File: src/rtl/sdh_irq_pkg.sv
package sdh_irq_pkg;

   typedef enum logic [1:0] {
      A_STAT1 = 2'd0,
      A_STAT2 = 2'd1,
      A_MASK1 = 2'd2,
      A_MASK2 = 2'd3
   } sdh_reg_e;

   // status word 1 bit positions
   localparam int S1_RESP   = 0;
   localparam int S1_DATA   = 2;
   localparam int S1_REMOVE = 3;
   localparam int S1_INSERT = 4;
   localparam int S1_CDLVL  = 5;

   // status word 2 bit positions
   localparam int S2_IDX    = 0;
   localparam int S2_CRC    = 1;
   localparam int S2_ENDBIT = 2;
   localparam int S2_DTMO   = 3;
   localparam int S2_ILLWR  = 4;
   localparam int S2_ILLRD  = 5;
   localparam int S2_RTMO   = 6;
   localparam int S2_DAT0   = 7;
   localparam int S2_RBUF   = 8;
   localparam int S2_WBUF   = 9;
   localparam int S2_BUSY   = 14;
   localparam int S2_ILLACC = 15;

   localparam logic [15:0] S1_STICKY = 16'h001D;
   localparam logic [15:0] S2_STICKY = 16'h837F;

endpackage

File: src/rtl/sdh_cd_sync.sv
module sdh_cd_sync #(
   parameter int STAGES = 2
) (
   input  logic clk,
   input  logic rst_n,
   input  logic raw_i,
   output logic lvl_o,
   output logic rise_o,
   output logic fall_o
);
   if (STAGES < 2) begin : g_bad_stages
      $error("sdh_cd_sync: STAGES must be at least 2");
   end

   logic [STAGES-1:0] chain_q;
   logic              prev_q;

   always_ff @(posedge clk or negedge rst_n) begin
      if (!rst_n) begin
         chain_q <= '0;
         prev_q  <= 1'b0;
      end else begin
         chain_q <= {chain_q[STAGES-2:0], raw_i};
         prev_q  <= chain_q[STAGES-1];
      end
   end

   assign lvl_o  = chain_q[STAGES-1];
   assign rise_o =  lvl_o & ~prev_q;
   assign fall_o = ~lvl_o &  prev_q;
endmodule

File: src/rtl/sdh_edge_rise.sv
module sdh_edge_rise #(
   parameter int N = 2
) (
   input  logic         clk,
   input  logic         rst_n,
   input  logic [N-1:0] lvl_i,
   output logic [N-1:0] rise_o
);
   if (N < 1) begin : g_bad_n
      $error("sdh_edge_rise: N must be positive");
   end

   logic [N-1:0] prev_q;

   always_ff @(posedge clk or negedge rst_n) begin
      if (!rst_n) prev_q <= '0;
      else        prev_q <= lvl_i;
   end

   assign rise_o = lvl_i & ~prev_q;
endmodule

File: src/rtl/sdh_stat_bank.sv
module sdh_stat_bank #(
   parameter int             W        = 16,
   parameter logic [W-1:0]   STICKY   = '0,
   parameter logic [W-1:0]   MASK_RST = '1
) (
   input  logic         clk,
   input  logic         rst_n,
   input  logic [W-1:0] src_i,     // pulse for sticky bits, level otherwise
   input  logic         stat_we,
   input  logic         mask_we,
   input  logic [W-1:0] wdata,
   output logic [W-1:0] stat_o,
   output logic [W-1:0] mask_o,
   output logic         irq_o
);
   if (W < 1) begin : g_bad_w
      $error("sdh_stat_bank: W must be positive");
   end

   for (genvar b = 0; b < W; b++) begin : g_bit
      if (STICKY[b]) begin : g_sticky
         logic flag_q;
         always_ff @(posedge clk or negedge rst_n) begin
            if (!rst_n)                        flag_q <= 1'b0;
            else if (src_i[b])                 flag_q <= 1'b1;
            else if (stat_we && !wdata[b])     flag_q <= 1'b0;
         end
         assign stat_o[b] = flag_q;
      end else begin : g_pass
         assign stat_o[b] = src_i[b];
      end
   end

   always_ff @(posedge clk or negedge rst_n) begin
      if (!rst_n)       mask_o <= MASK_RST;
      else if (mask_we) mask_o <= wdata;
   end

   assign irq_o = |(stat_o & STICKY & ~mask_o);
endmodule

File: src/rtl/sdh_irq_regs.sv
module sdh_irq_regs #(
   parameter int REG_W     = 16,
   parameter int CD_STAGES = 2
) (
   input  logic             clk,
   input  logic             rst_n,
   input  logic [1:0]       reg_addr,
   input  logic             reg_wr,
   input  logic [REG_W-1:0] reg_wdata,
   output logic [REG_W-1:0] reg_rdata,
   input  logic             ev_resp_done,
   input  logic             ev_data_done,
   input  logic             ev_idx_err,
   input  logic             ev_crc_err,
   input  logic             ev_endbit_err,
   input  logic             ev_data_tmo,
   input  logic             ev_ill_wr,
   input  logic             ev_ill_rd,
   input  logic             ev_resp_tmo,
   input  logic             ev_ill_access,
   input  logic             rbuf_ready_lvl,
   input  logic             wbuf_ready_lvl,
   input  logic             card_det_raw,
   input  logic             dat0_lvl,
   input  logic             cmd_busy_lvl,
   output logic             irq
);
   import sdh_irq_pkg::*;

   if (REG_W != 16) begin : g_bad_width
      $error("sdh_irq_regs: bit map requires REG_W of 16");
   end

   localparam logic [REG_W-1:0] STICKY1 = REG_W'(S1_STICKY);
   localparam logic [REG_W-1:0] STICKY2 = REG_W'(S2_STICKY);

   logic             cd_lvl, cd_rise, cd_fall;
   logic [1:0]       buf_rise;
   logic [REG_W-1:0] src1, src2;
   logic [REG_W-1:0] stat1_w, stat2_w, mask1_w, mask2_w;
   logic             irq1, irq2;

   sdh_cd_sync #(.STAGES(CD_STAGES)) u_cd (
      .clk(clk), .rst_n(rst_n), .raw_i(card_det_raw),
      .lvl_o(cd_lvl), .rise_o(cd_rise), .fall_o(cd_fall)
   );

   sdh_edge_rise #(.N(2)) u_buf (
      .clk(clk), .rst_n(rst_n),
      .lvl_i({wbuf_ready_lvl, rbuf_ready_lvl}),
      .rise_o(buf_rise)
   );

   always_comb begin
      src1            = '0;
      src1[S1_RESP]   = ev_resp_done;
      src1[S1_DATA]   = ev_data_done;
      src1[S1_REMOVE] = cd_fall;
      src1[S1_INSERT] = cd_rise;
      src1[S1_CDLVL]  = cd_lvl;

      src2            = '0;
      src2[S2_IDX]    = ev_idx_err;
      src2[S2_CRC]    = ev_crc_err;
      src2[S2_ENDBIT] = ev_endbit_err;
      src2[S2_DTMO]   = ev_data_tmo;
      src2[S2_ILLWR]  = ev_ill_wr;
      src2[S2_ILLRD]  = ev_ill_rd;
      src2[S2_RTMO]   = ev_resp_tmo;
      src2[S2_DAT0]   = dat0_lvl;
      src2[S2_RBUF]   = buf_rise[0];
      src2[S2_WBUF]   = buf_rise[1];
      src2[S2_BUSY]   = cmd_busy_lvl;
      src2[S2_ILLACC] = ev_ill_access;
   end

   sdh_stat_bank #(.W(REG_W), .STICKY(STICKY1), .MASK_RST('1)) u_bank1 (
      .clk(clk), .rst_n(rst_n), .src_i(src1),
      .stat_we(reg_wr && reg_addr == A_STAT1),
      .mask_we(reg_wr && reg_addr == A_MASK1),
      .wdata(reg_wdata), .stat_o(stat1_w), .mask_o(mask1_w), .irq_o(irq1)
   );

   sdh_stat_bank #(.W(REG_W), .STICKY(STICKY2), .MASK_RST('1)) u_bank2 (
      .clk(clk), .rst_n(rst_n), .src_i(src2),
      .stat_we(reg_wr && reg_addr == A_STAT2),
      .mask_we(reg_wr && reg_addr == A_MASK2),
      .wdata(reg_wdata), .stat_o(stat2_w), .mask_o(mask2_w), .irq_o(irq2)
   );

   always_comb begin
      unique case (reg_addr)
         A_STAT1: reg_rdata = stat1_w;
         A_STAT2: reg_rdata = stat2_w;
         A_MASK1: reg_rdata = mask1_w;
         default: reg_rdata = mask2_w;
      endcase
   end

   assign irq = irq1 | irq2;
endmodule

File: config.mk
export PLATFORM = sky130hd
export DESIGN_NAME = sdh_irq_regs
export DESIGN_NICKNAME = d
export VERILOG_FILES = /design/src/rtl/sdh_irq_pkg.sv /design/src/rtl/sdh_cd_sync.sv /design/src/rtl/sdh_edge_rise.sv /design/src/rtl/sdh_stat_bank.sv /design/src/rtl/sdh_irq_regs.sv
export SDC_FILE = /design/constraint.sdc
export NUM_CORES = 1
export LEC_CHECK = 0
export ABC_AREA = 1
export BUFFER_PORTS_ARGS = -buffer_cell sky130_fd_sc_hd__buf_2
export CORE_MARGIN = 1.5
export CORE_UTILIZATION = 60
export CTS_BUF_LIST = sky130_fd_sc_hd__clkbuf_4
export DETAILED_ROUTE_END_ITERATION = 7
export PLACE_DENSITY = 0.87
export SETUP_SLACK_MARGIN = 0.4
export SYNTH_ARGS = -nofsm -noshare
export SYNTH_HDL_FRONTEND = slang
export SYNTH_SLANG_ARGS = --single-unit
File: constraint.sdc
create_clock -name clk -period 1.3 [get_ports clk]
set_clock_uncertainty 0.05 [all_clocks]
set_input_delay 0.065 -clock clk [delete_from_list [all_inputs] [get_ports clk]]
set_output_delay 0.065 -clock clk [all_outputs]
set_load 0.01 [all_outputs]
==> results.json, run 1 <==
{
  "drt_iter0_markers": 195,
  "p_clk_share_pct": 22.9,
  "p_per_area_nw_per_um2": 1160,
  "worstMarginPinSlew_ps": 362.0,
  "cp-start-kind": "flop",
  "synth_fp_nets": 317,
  "nets": 419,
  "cts_tree": "yes",
  "post_drt_wl_per_cell_um": 15.65,
  "first_global_vias": 2197,
  "cpMaxStageDelayCell": "dfstp_2",
  "period_share_pct": 125.5,
  "synthCells": 281,
  "rows": 22,
  "place_ws_ps": 97.02,
  "dpl_cell_area_um2": 2761,
  "area_growth_pct": 37.87,
  "critPathKind": "flop to output pin",
  "start_util_pct": 64.57,
  "cts_root_buf": "clkbuf_4",
  "grt_pass1_wl_um": 9811,
  "vias": 2336,
  "wl_um": 6762,
  "clock_sinks": 51,
  "grt_use_total_pct": 30.20,
  "core_um2": 3771,
  "finalHoldViolCount": 0,
  "slew_headroom_pct": 75.81,
  "dp_hpwl_um": 3734,
  "num_antenna_cells": 0,
  "sequentialPowerShare_pct": 52.1,
  "drt_first_pass_iters": 5,
  "internal_power_w": 0.002756,
  "io_buffers": 52,
  "ys_ff_latch": 51,
  "cap_violations": 0,
  "ios": 53,
  "grt_max_degree": 52,
  "p_sw_w": 0.001139,
  "num-fill-cells": 154,
  "status": "finished, violations left",
  "clk_pin_slew_worst_paths_ps": 150,
  "routed_via_density": 5.407,
  "multi_input_area_um2": 958.4,
  "seqCellArea_um2": 1316,
  "tns_ps": -1859,
  "period_minus_slack_ps": 1631,
  "ant_nets": 0,
  "chipWidth_um": 66.70,
  "critical_path_required_ps": 1190,
  "worstPathArrival_ps": 1520,
  "cts_max_path_buffers": 2,
  "place.gp.congestion": 0.8290,
  "synthDistinctLibCells": 21,
  "swShare_pct": 29.25,
  "die_h_um": 66.70,
  "rsz0062_at_grt": "true",
  "slowest_delay_ps": 570,
  "p_leak_nw": 1.659,
  "synth_area_um2": 2435,
  "gr-total-overflow": 0,
  "maxSlewViolCount": 0,
  "ys_warn_count": 0,
  "ys_seq_area_share_pct": 54.06,
  "pwr-share-comb_pct": 25.0,
  "crit_path_max_fanout": 2,
  "finalSetupViolCount": 13,
  "syn_avg_cell_area_um2": 8.665,
  "cp-end-kind": "output pin",
  "crit_chain": "inv_1 > nand2_1 > nand3_2 > nor2_2 > nand3_1 > buf_2",
  "violations": "setup timing",
  "cts_buffers": 5,
  "postLayoutCellArea_um2": 3357,
  "htreeDepth": 2,
  "antenna_found_initial": 0,
  "layout_common_cells": "79 x nand2_1, 51 x buf_2, 37 x inv_1",
  "insertion_delay_ps": 360,
  "drive_gt1_share_pct": 42.97,
  "hold_class": "input pin to flop",
  "die_area_um2": 4449,
  "setup_slack_ps": -331.1,
  "peakVddDrop_v": 0.0009710,
  "drc": 0,
  "final_common_cell": "nand2_1",
  "fmax_ghz": 0.6131
}
cells in the mapped netlist:
library cell	n	share of area, %
nand2_1	95	15
inv_1	43	6.6
dfstp_2	32	35
dfrtp_1	19	20
o21ai_0	17	3.5
o21ai_1	16	3.3
o21ai_2	16	5.8
nand3_1	7	1.4
nor2_1	6	0.92
buf_6	5	2.3
nand4_1	5	1.3
a22o_1	4	1.4
nand2_2	3	0.77
o211ai_1	3	0.92
buf_2	2	0.41
buf_4	2	0.62
o21bai_1	2	0.62
clkinv_2	1	0.21
nand2_4	1	0.46
nor2_2	1	0.26
nor2_4	1	0.46
per-stage QoR:
step | power, W | utilization, % | hold WS (ps) | cells
final | 0.003895 | 89.02 | 110.8 | 432
after global routing | 0.004071 | 89.02 | 110.3 | 432
after CTS | 0.003702 | 84.84 | 98.95 | 427
after detailed placement | 0.002700 | 73.23 | 20.58 | 382
after global placement | 0.002670 | 73.23 | 19.90 | 382
after floorplan | 0.002433 | - | -280.6 | 281
layout make-up:
cell class	instances	area share (%)
well taps	48	1.789
inverters	44	4.994
flip-flops and latches	51	39.21
clock buffers	5	1.118
repair buffers	104	23.18
multi-input cells	177	28.55
clock inverters	3	1.155
power by group through the flow:
| stage | Combinational [W] | Sequential, W | Clock (W) |
|---|---|---|---|
| 6_report | 0.000973 | 0.00203 | 0.000891 |
| 5_1_grt | 0.00106 | 0.00205 | 0.000961 |
| 4_1_cts | 0.000802 | 0.00200 | 0.000895 |
| 3_5_place_dp | 0.000663 | 0.00204 | 0 |
| 3_3_place_gp | 0.000638 | 0.00203 | 0 |
| 2_1_floorplan | 0.000430 | 0.00200 | 0 |
routing by layer:
layer	vias to the layer above	GRT usage [%]	share of wire, %	wire length [µm]
met1	1104	37.11	38	2592
met5	-	0	0	0
met2	121	50.50	51	3439
li1	1084	-	-	-
met3	27	7.432	7.4	500
met4	0	13.01	3.4	230
logic make-up after synthesis:
logic type / Yosys count / share of synthesized area [%]
simple gates: 119 / 20.25
compound gates: 58 / 15.52
buf+inv: 53 / 10.17
flops: 51 / 54.06
worst paths after layout:
check / start / end / slack, ps / cells past startpoint
max: u_bank2.mask_o[4]$_DFFE_PN1P_ / irq / -330 / 6
min: reg_wr / u_bank1.mask_o[3]$_DFFE_PN1P_ / 110 / 3
max reg2reg: u_bank1.mask_o[2]$_DFFE_PN1P_ / u_bank1.mask_o[2]$_DFFE_PN1P_ / 320 / 4
min reg2reg: u_cd.chain_q[0]$_DFF_PN0_ / u_cd.chain_q[1]$_DFF_PN0_ / 310 / 0
max in group asynchronous: rst_n / u_bank2.mask_o[13]$_DFFE_PN1P_ / 770 / 3
min in group asynchronous: rst_n / u_bank2.g_bit[4].g_sticky.flag_q$_DFFE_PN0P_ / 120 / 3
what timing repair did:
action                     4_1_cts  5_1_grt
hold endpoints to repair       100        0
pin swaps                       16        9
hold buffers                    30        0
gates resized for setup          6       39
setup buffers                    7        5
setup endpoints to repair       17       29
state kept, by name, summed over array words and instances, names as in the netlist:
signal,cells
u_bank1.mask_o,16
u_bank2.mask_o,16
u_bank2.g_bit.g_sticky.flag_q,10
u_bank1.g_bit.g_sticky.flag_q,4
u_buf.prev_q,2
u_cd.chain_q,2
u_cd.prev_q,1
critical path, delay by kind of cell (launching register included):
family,cells,cell delay [ps]
DFF,1,570
and+or+nand+nor,4,380
buffers and inverters,2,200
No activity file was read; power rests on OpenSTA's default activity.
==> run 2: changes to the inputs <==
Settings changed: CORE_UTILIZATION 60 to 50, PLACE_DENSITY 0.87 to 0.74.
Clock period 1.3 ns to 2 ns, I/O delays scaled along.
==> results.json, run 2 (synthesis gave the netlist of run 1 again) <==
{
  "finalHoldViolCount": 0,
  "place.gp.congestion": 0.7951,
  "htreeDepth": 2,
  "crit_end": "irq",
  "die_h_um": 72.79,
  "critPathTopFamily": "flip-flops",
  "maxSlewViolCount": 0,
  "slew_headroom_pct": 58.36,
  "first_global_vias": 2086,
  "dp_hpwl_um": 3647,
  "slowest_delay_ps": 560,
  "drt_iter0_markers": 128,
  "cts_tree": "yes",
  "cp-start-kind": "flop",
  "post_drt_wl_per_cell_um": 13.24,
  "chipWidth_um": 72.79,
  "grt_use_total_pct": 24.57,
  "crit_cells": 6,
  "rsz0062_at_grt": "true",
  "layout_common_cells": "92 x nand2_1, 52 x buf_2, 40 x dlygate4sd3_1",
  "setup_slack_ps": 359.0,
  "period_share_pct": 82.05,
  "critical_path_required_ps": 1850,
  "ff2ff_path_depth": 3,
  "gr-usage-met3_pct": 4.282,
  "num_antenna_cells": 0,
  "period_minus_slack_ps": 1641,
  "drive_gt1_share_pct": 34.55,
  "cts_buffers": 5,
  "rrSetupSlack_ps": 700,
  "ios": 53,
  "start_util_pct": 51.89,
  "cp-end-kind": "output pin",
  "final_common_cell": "nand2_1",
  "gr-total-overflow": 0,
  "nets": 417,
  "core_um2": 4692,
  "p_per_area_nw_per_um2": 707.4,
  "vias": 2130,
  "critPathKind": "flop to output pin",
  "ant_nets": 0,
  "gr-usage-met2_pct": 39.04,
  "clk_pin_slew_worst_paths_ps": 140,
  "grt.busiest_layer": "met2",
  "place_ws_ps": 571.0,
  "drt_first_pass_iters": 4,
  "routed_via_density": 4.885,
  "cap_violations": 0,
  "cpMaxStageDelayCell": "dfstp_2",
  "crit_path_max_fanout": 2,
  "antenna_found_initial": 0,
  "die_area_um2": 5298,
  "insertion_delay_ps": 360,
  "drc": 0,
  "peakVddDrop_v": 0.0003275,
  "crit_buf_inv": 2,
  "io_buffers": 52,
  "clock_sinks": 51,
  "grt_max_degree": 52,
  "reg_top3": "u_bank1.mask_o (16), u_bank2.mask_o (16), u_bank2.g_bit.g_sticky.flag_q (10)",
  "cp-startpoint": "u_bank2.mask_o[9]$_DFFE_PN1P_",
  "grt_util_met1_pct": 34.24,
  "p_leak_nw": 1.576,
  "worstMarginPinSlew_ps": 624.5,
  "r2r_start": "u_bank2.g_bit[5].g_sticky.flag_q$_DFFE_PN0P_",
  "tns_ps": 0,
  "worstPathArrival_ps": 1490,
  "cts_max_path_buffers": 2,
  "crit_chain": "inv_2 > nand2_1 > o21ai_1 > nor2_1 > nand3_1 > buf_2",
  "r2r_end": "u_bank2.g_bit[5].g_sticky.flag_q$_DFFE_PN0P_",
  "area_growth_pct": 32.48,
  "rows": 25,
  "dp_cells": 382,
  "wl_um": 5774,
  "hold_class": "input pin to flop",
  "status": "completed",
  "finalSetupViolCount": 0,
  "final_cells": 436,
  "fmax_ghz": 0.6094,
  "cts_root_buf": "clkbuf_4",
  "grt_pass1_wl_um": 9791
}
[run 2: changes by cell type in the layout (fill, tap and decap cells not counted), moves of 2 or more]
cell / before / now
nand3_2: 3 / 1
buf_6: 10 / 0
o21ai_2: 19 / 17
buf_4: 12 / 10
nand2_2: 17 / 6
dlygate4sd3_1: 30 / 40
nand2_1: 79 / 92
inv_1: 37 / 39
nand3_1: 4 / 6
inv_2: 6 / 4
[run 2: how the worst min path moves through the flow]
stage,from,to,slack (ps),cells after the start
2_1_floorplan,rst_n,u_bank1.g_bit[0].g_sticky.flag_q$_DFFE_PN0P_,-250,0
3_3_place_gp,card_det_raw,u_cd.chain_q[0]$_DFF_PN0_,160,1
3_5_place_dp,card_det_raw,u_cd.chain_q[0]$_DFF_PN0_,160,1
4_1_cts,reg_wr,u_bank1.g_bit[4].g_sticky.flag_q$_DFFE_PN0P_,190,4
5_1_grt,reg_wr,u_bank1.g_bit[4].g_sticky.flag_q$_DFFE_PN0P_,210,4
6_report,reg_wr,u_bank1.g_bit[4].g_sticky.flag_q$_DFFE_PN0P_,180,4
[run 2: worst register-to-register path, cell delays in order (launching register included)]
cell and delay, ps:
dfrtp_1 430, o21ai_0 100, nand2_1 70, dlygate4sd3_1 560
[run 2: what timing repair did]
item                                   CTS  global route
buffers inserted                         4             2
setup endpoints to repair                1             3
endpoints found under the hold margin   68             0
resized for setup                        3            10
hold buffers                            40             0
gates cloned                             0             0
pin swaps                                2             7
[run 2: routing by layer]
metal  wire [µm]  share of wire [%]
met1        2585                 45
met2        2855                 49
met3         241                4.2
met4          92                1.6
met5           0                  0
[run 2: stage by stage]
stage / util [%] / total power, W / hold slack (ps) / cell area, µm²
final: 68.75 / 0.002282 / 182.4 / 3226
after global routing: 68.75 / 0.002411 / 206.8 / 3226
after detailed placement: 57.79 / 0.001741 / 159.8 / 2711
after global placement: 57.79 / 0.001725 / 160.2 / 2711
after floorplan: - / 0.001579 / -245.6 / 2435
after CTS: 68.08 / 0.002272 / 185.4 / 3194
[run 2: report_power, final]
part / total [W] / leakage, nW / switching, W / internal [W]
Sequential: 0.00131 / 0.524 / 0.0000759 / 0.00123
Clock: 0.000459 / 0.0307 / 0.000314 / 0.000145
Combinational: 0.000518 / 1.02 / 0.000273 / 0.000245
Total: 0.00228 / 1.58 / 0.000663 / 0.00162
[run 2: cell type report]
class | count | area, µm²
multi-input combinational | 177 | 887.1
inverter | 44 | 166.4
clock inverter | 2 | 7.507
timing repair buffer | 102 | 735.7
fill | 385 | 1466
clock buffer | 6 | 45.04
tap | 54 | 67.56
sequential | 51 | 1316
==> run 3: changes to the inputs <==
Settings changed: PLACE_DENSITY 0.74 to 0.77.
Clock period 2 ns to 1.5 ns, I/O delays scaled along.
==> results.json, run 3 (synthesis gave the netlist of run 1 again) <==
{
  "dp_cells": 385,
  "slowest_delay_ps": 560,
  "crit_path_max_fanout": 2,
  "maxSlewViolCount": 0,
  "ff2ff_path_depth": 4,
  "drt_first_pass_iters": 4,
  "antenna_found_initial": 0,
  "cp-end-kind": "output pin",
  "p_sw_w": 0.0008893,
  "r2r_end": "u_bank2.mask_o[5]$_DFFE_PN1P_",
  "die_area_um2": 5298,
  "cpMaxStageDelayCell": "dfstp_2",
  "layout_common_cells": "86 x nand2_1, 50 x buf_2, 39 x inv_1",
  "status": "finished, violations left",
  "io_buffers": 52,
  "crit_buf_inv": 2,
  "p_clk_share_pct": 20.0,
  "hold_class": "input pin to flop",
  "insertion_delay_ps": 370,
  "reg_top3": "u_bank1.mask_o (16), u_bank2.mask_o (16), u_bank2.g_bit.g_sticky.flag_q (10)",
  "final_cells": 428,
  "post_drt_wl_per_cell_um": 13.23,
  "place.gp.congestion": 0.8018,
  "swShare_pct": 29.13,
  "num-fill-cells": 393,
  "nets": 409,
  "vias": 2121,
  "htreeDepth": 2,
  "drc": 0,
  "min_to": "u_bank2.mask_o[11]$_DFFE_PN1P_",
  "rrSetupSlack_ps": 530,
  "core_um2": 4692,
  "die_h_um": 72.79,
  "dp_hpwl_um": 3785,
  "grt_use_total_pct": 23.42,
  "worstPathArrival_ps": 1510,
  "total_power_w": 0.003053,
  "p_leak_nw": 1.591,
  "drt_iter0_markers": 127,
  "clk_pin_slew_worst_paths_ps": 130,
  "cts_max_path_buffers": 2,
  "cts_root_buf": "clkbuf_4",
  "critical_path_required_ps": 1370,
  "r2r_start": "u_bank2.mask_o[5]$_DFFE_PN1P_",
  "period_share_pct": 109.3,
  "hold_path_depth": 4,
  "p_per_area_nw_per_um2": 954.5,
  "violations": "setup timing",
  "peakVddDrop_v": 0.0006525,
  "start_util_pct": 51.89,
  "num_antenna_cells": 0,
  "finalSetupViolCount": 2,
  "cts_buffers": 5,
  "drive_gt1_share_pct": 38.24,
  "clock_sinks": 51,
  "grt_pass1_wl_um": 9377,
  "first_global_vias": 2121,
  "cts_tree": "yes",
  "cp-start-kind": "flop",
  "finalHoldViolCount": 0,
  "worstMarginPinSlew_ps": 516.2,
  "period_minus_slack_ps": 1639,
  "rsz0062_at_grt": "true",
  "setup_slack_ps": -139.2,
  "area_growth_pct": 31.35,
  "rows": 25,
  "sequentialPowerShare_pct": 57.3,
  "hp-start": "reg_wr",
  "grt_max_degree": 33,
  "crit_chain": "inv_2 > nand2_1 > o21ai_1 > nor2_1 > nand3_1 > buf_2",
  "chipWidth_um": 72.79,
  "final_common_cell": "nand2_1",
  "pwr-share-comb_pct": 22.7,
  "gr-total-overflow": 0,
  "critPathKind": "flop to output pin",
  "slew_headroom_pct": 65.59,
  "cap_violations": 0,
  "final_util_pct": 68.16,
  "critPathTopFamily": "flip-flops",
  "ios": 53,
  "routed_via_density": 4.956,
  "ant_nets": 0,
  "internal_power_w": 0.002163,
  "wl_um": 5664,
  "fmax_ghz": 0.6101
}
## run 3: cell count changes in the layout (fill, tap and decap cells not counted), sizes merged
cell	delta
dlygate4sd3	-10
buf	+2
## run 3: metal layers
| metal | GRT usage (%) | part of all wire [%] |
|---|---|---|
| met2 | 37.31 | 49 |
| met1 | 31.43 | 45 |
| met3 | 4.972 | 4.3 |
| met5 | 0 | 0 |
| met4 | 9.224 | 1.7 |
## run 3: worst max path at each step
stage / from / to / slack [ps] / depth (start not counted)
after global placement: reg_addr[0] / u_bank2.mask_o[6]$_DFFE_PN1P_ / 280 / 7
final: u_bank2.mask_o[9]$_DFFE_PN1P_ / irq / -140 / 6
after global routing: u_bank2.mask_o[6]$_DFFE_PN1P_ / irq / -240 / 6
after floorplan: u_bank2.mask_o[9]$_DFFE_PN1P_ / irq / 510 / 5
after CTS: u_bank2.mask_o[6]$_DFFE_PN1P_ / irq / -110 / 6
after detailed placement: reg_addr[0] / u_bank2.mask_o[8]$_DFFE_PN1P_ / 230 / 7
## run 3: what timing repair did
action,in CTS,in global routing
hold endpoints to repair,80,0
gates resized for setup,5,20
setup endpoints to repair,17,17
buffers inserted,2,3
hold buffers,30,0
pin swaps,12,15
## run 3: area by class of cell
cell class / instances / area (µm²) / share of cell area (%)
multi-input combinational: 177 / 915.9 / 28.64
clock inverter: 2 / 7.507 / 0.2347
sequential: 51 / 1316 / 41.16
clock buffer: 6 / 45.04 / 1.408
timing repair buffer: 94 / 679.4 / 21.24
inverter: 44 / 166.4 / 5.203
tap: 54 / 67.56 / 2.113
## run 3: per-stage QoR
step / hold WS (ps) / cell area [µm²] / setup WS [ps] / setup TNS (ps)
2_1_floorplan: -270.6 / 2435 / 508.1 / 0
3_3_place_gp: 24.72 / 2746 / 276.4 / 0
3_5_place_dp: 27.80 / 2746 / 234.8 / 0
4_1_cts: 106.5 / 3114 / -107.7 / -146.9
5_1_grt: 122.3 / 3198 / -243.8 / -356.9
6_report: 125.3 / 3198 / -139.2 / -161.0
## run 3: power groups by stage
stage / registers [W] / clock network (W) / logic (W)
3_3_place_gp: 0.00176 / 0 / 0.000551
6_report: 0.00175 / 0.000610 / 0.000694
5_1_grt: 0.00177 / 0.000680 / 0.000778
3_5_place_dp: 0.00176 / 0 / 0.000569
2_1_floorplan: 0.00173 / 0 / 0.000372
4_1_cts: 0.00174 / 0.000627 / 0.000646
## run 3: worst reg2reg max path: cells and delay by family, from the launching register on
kind,cells,cell delay [ps]
buf+inv,2,190
simple gates,1,40
flops,1,560
compound gates,1,80
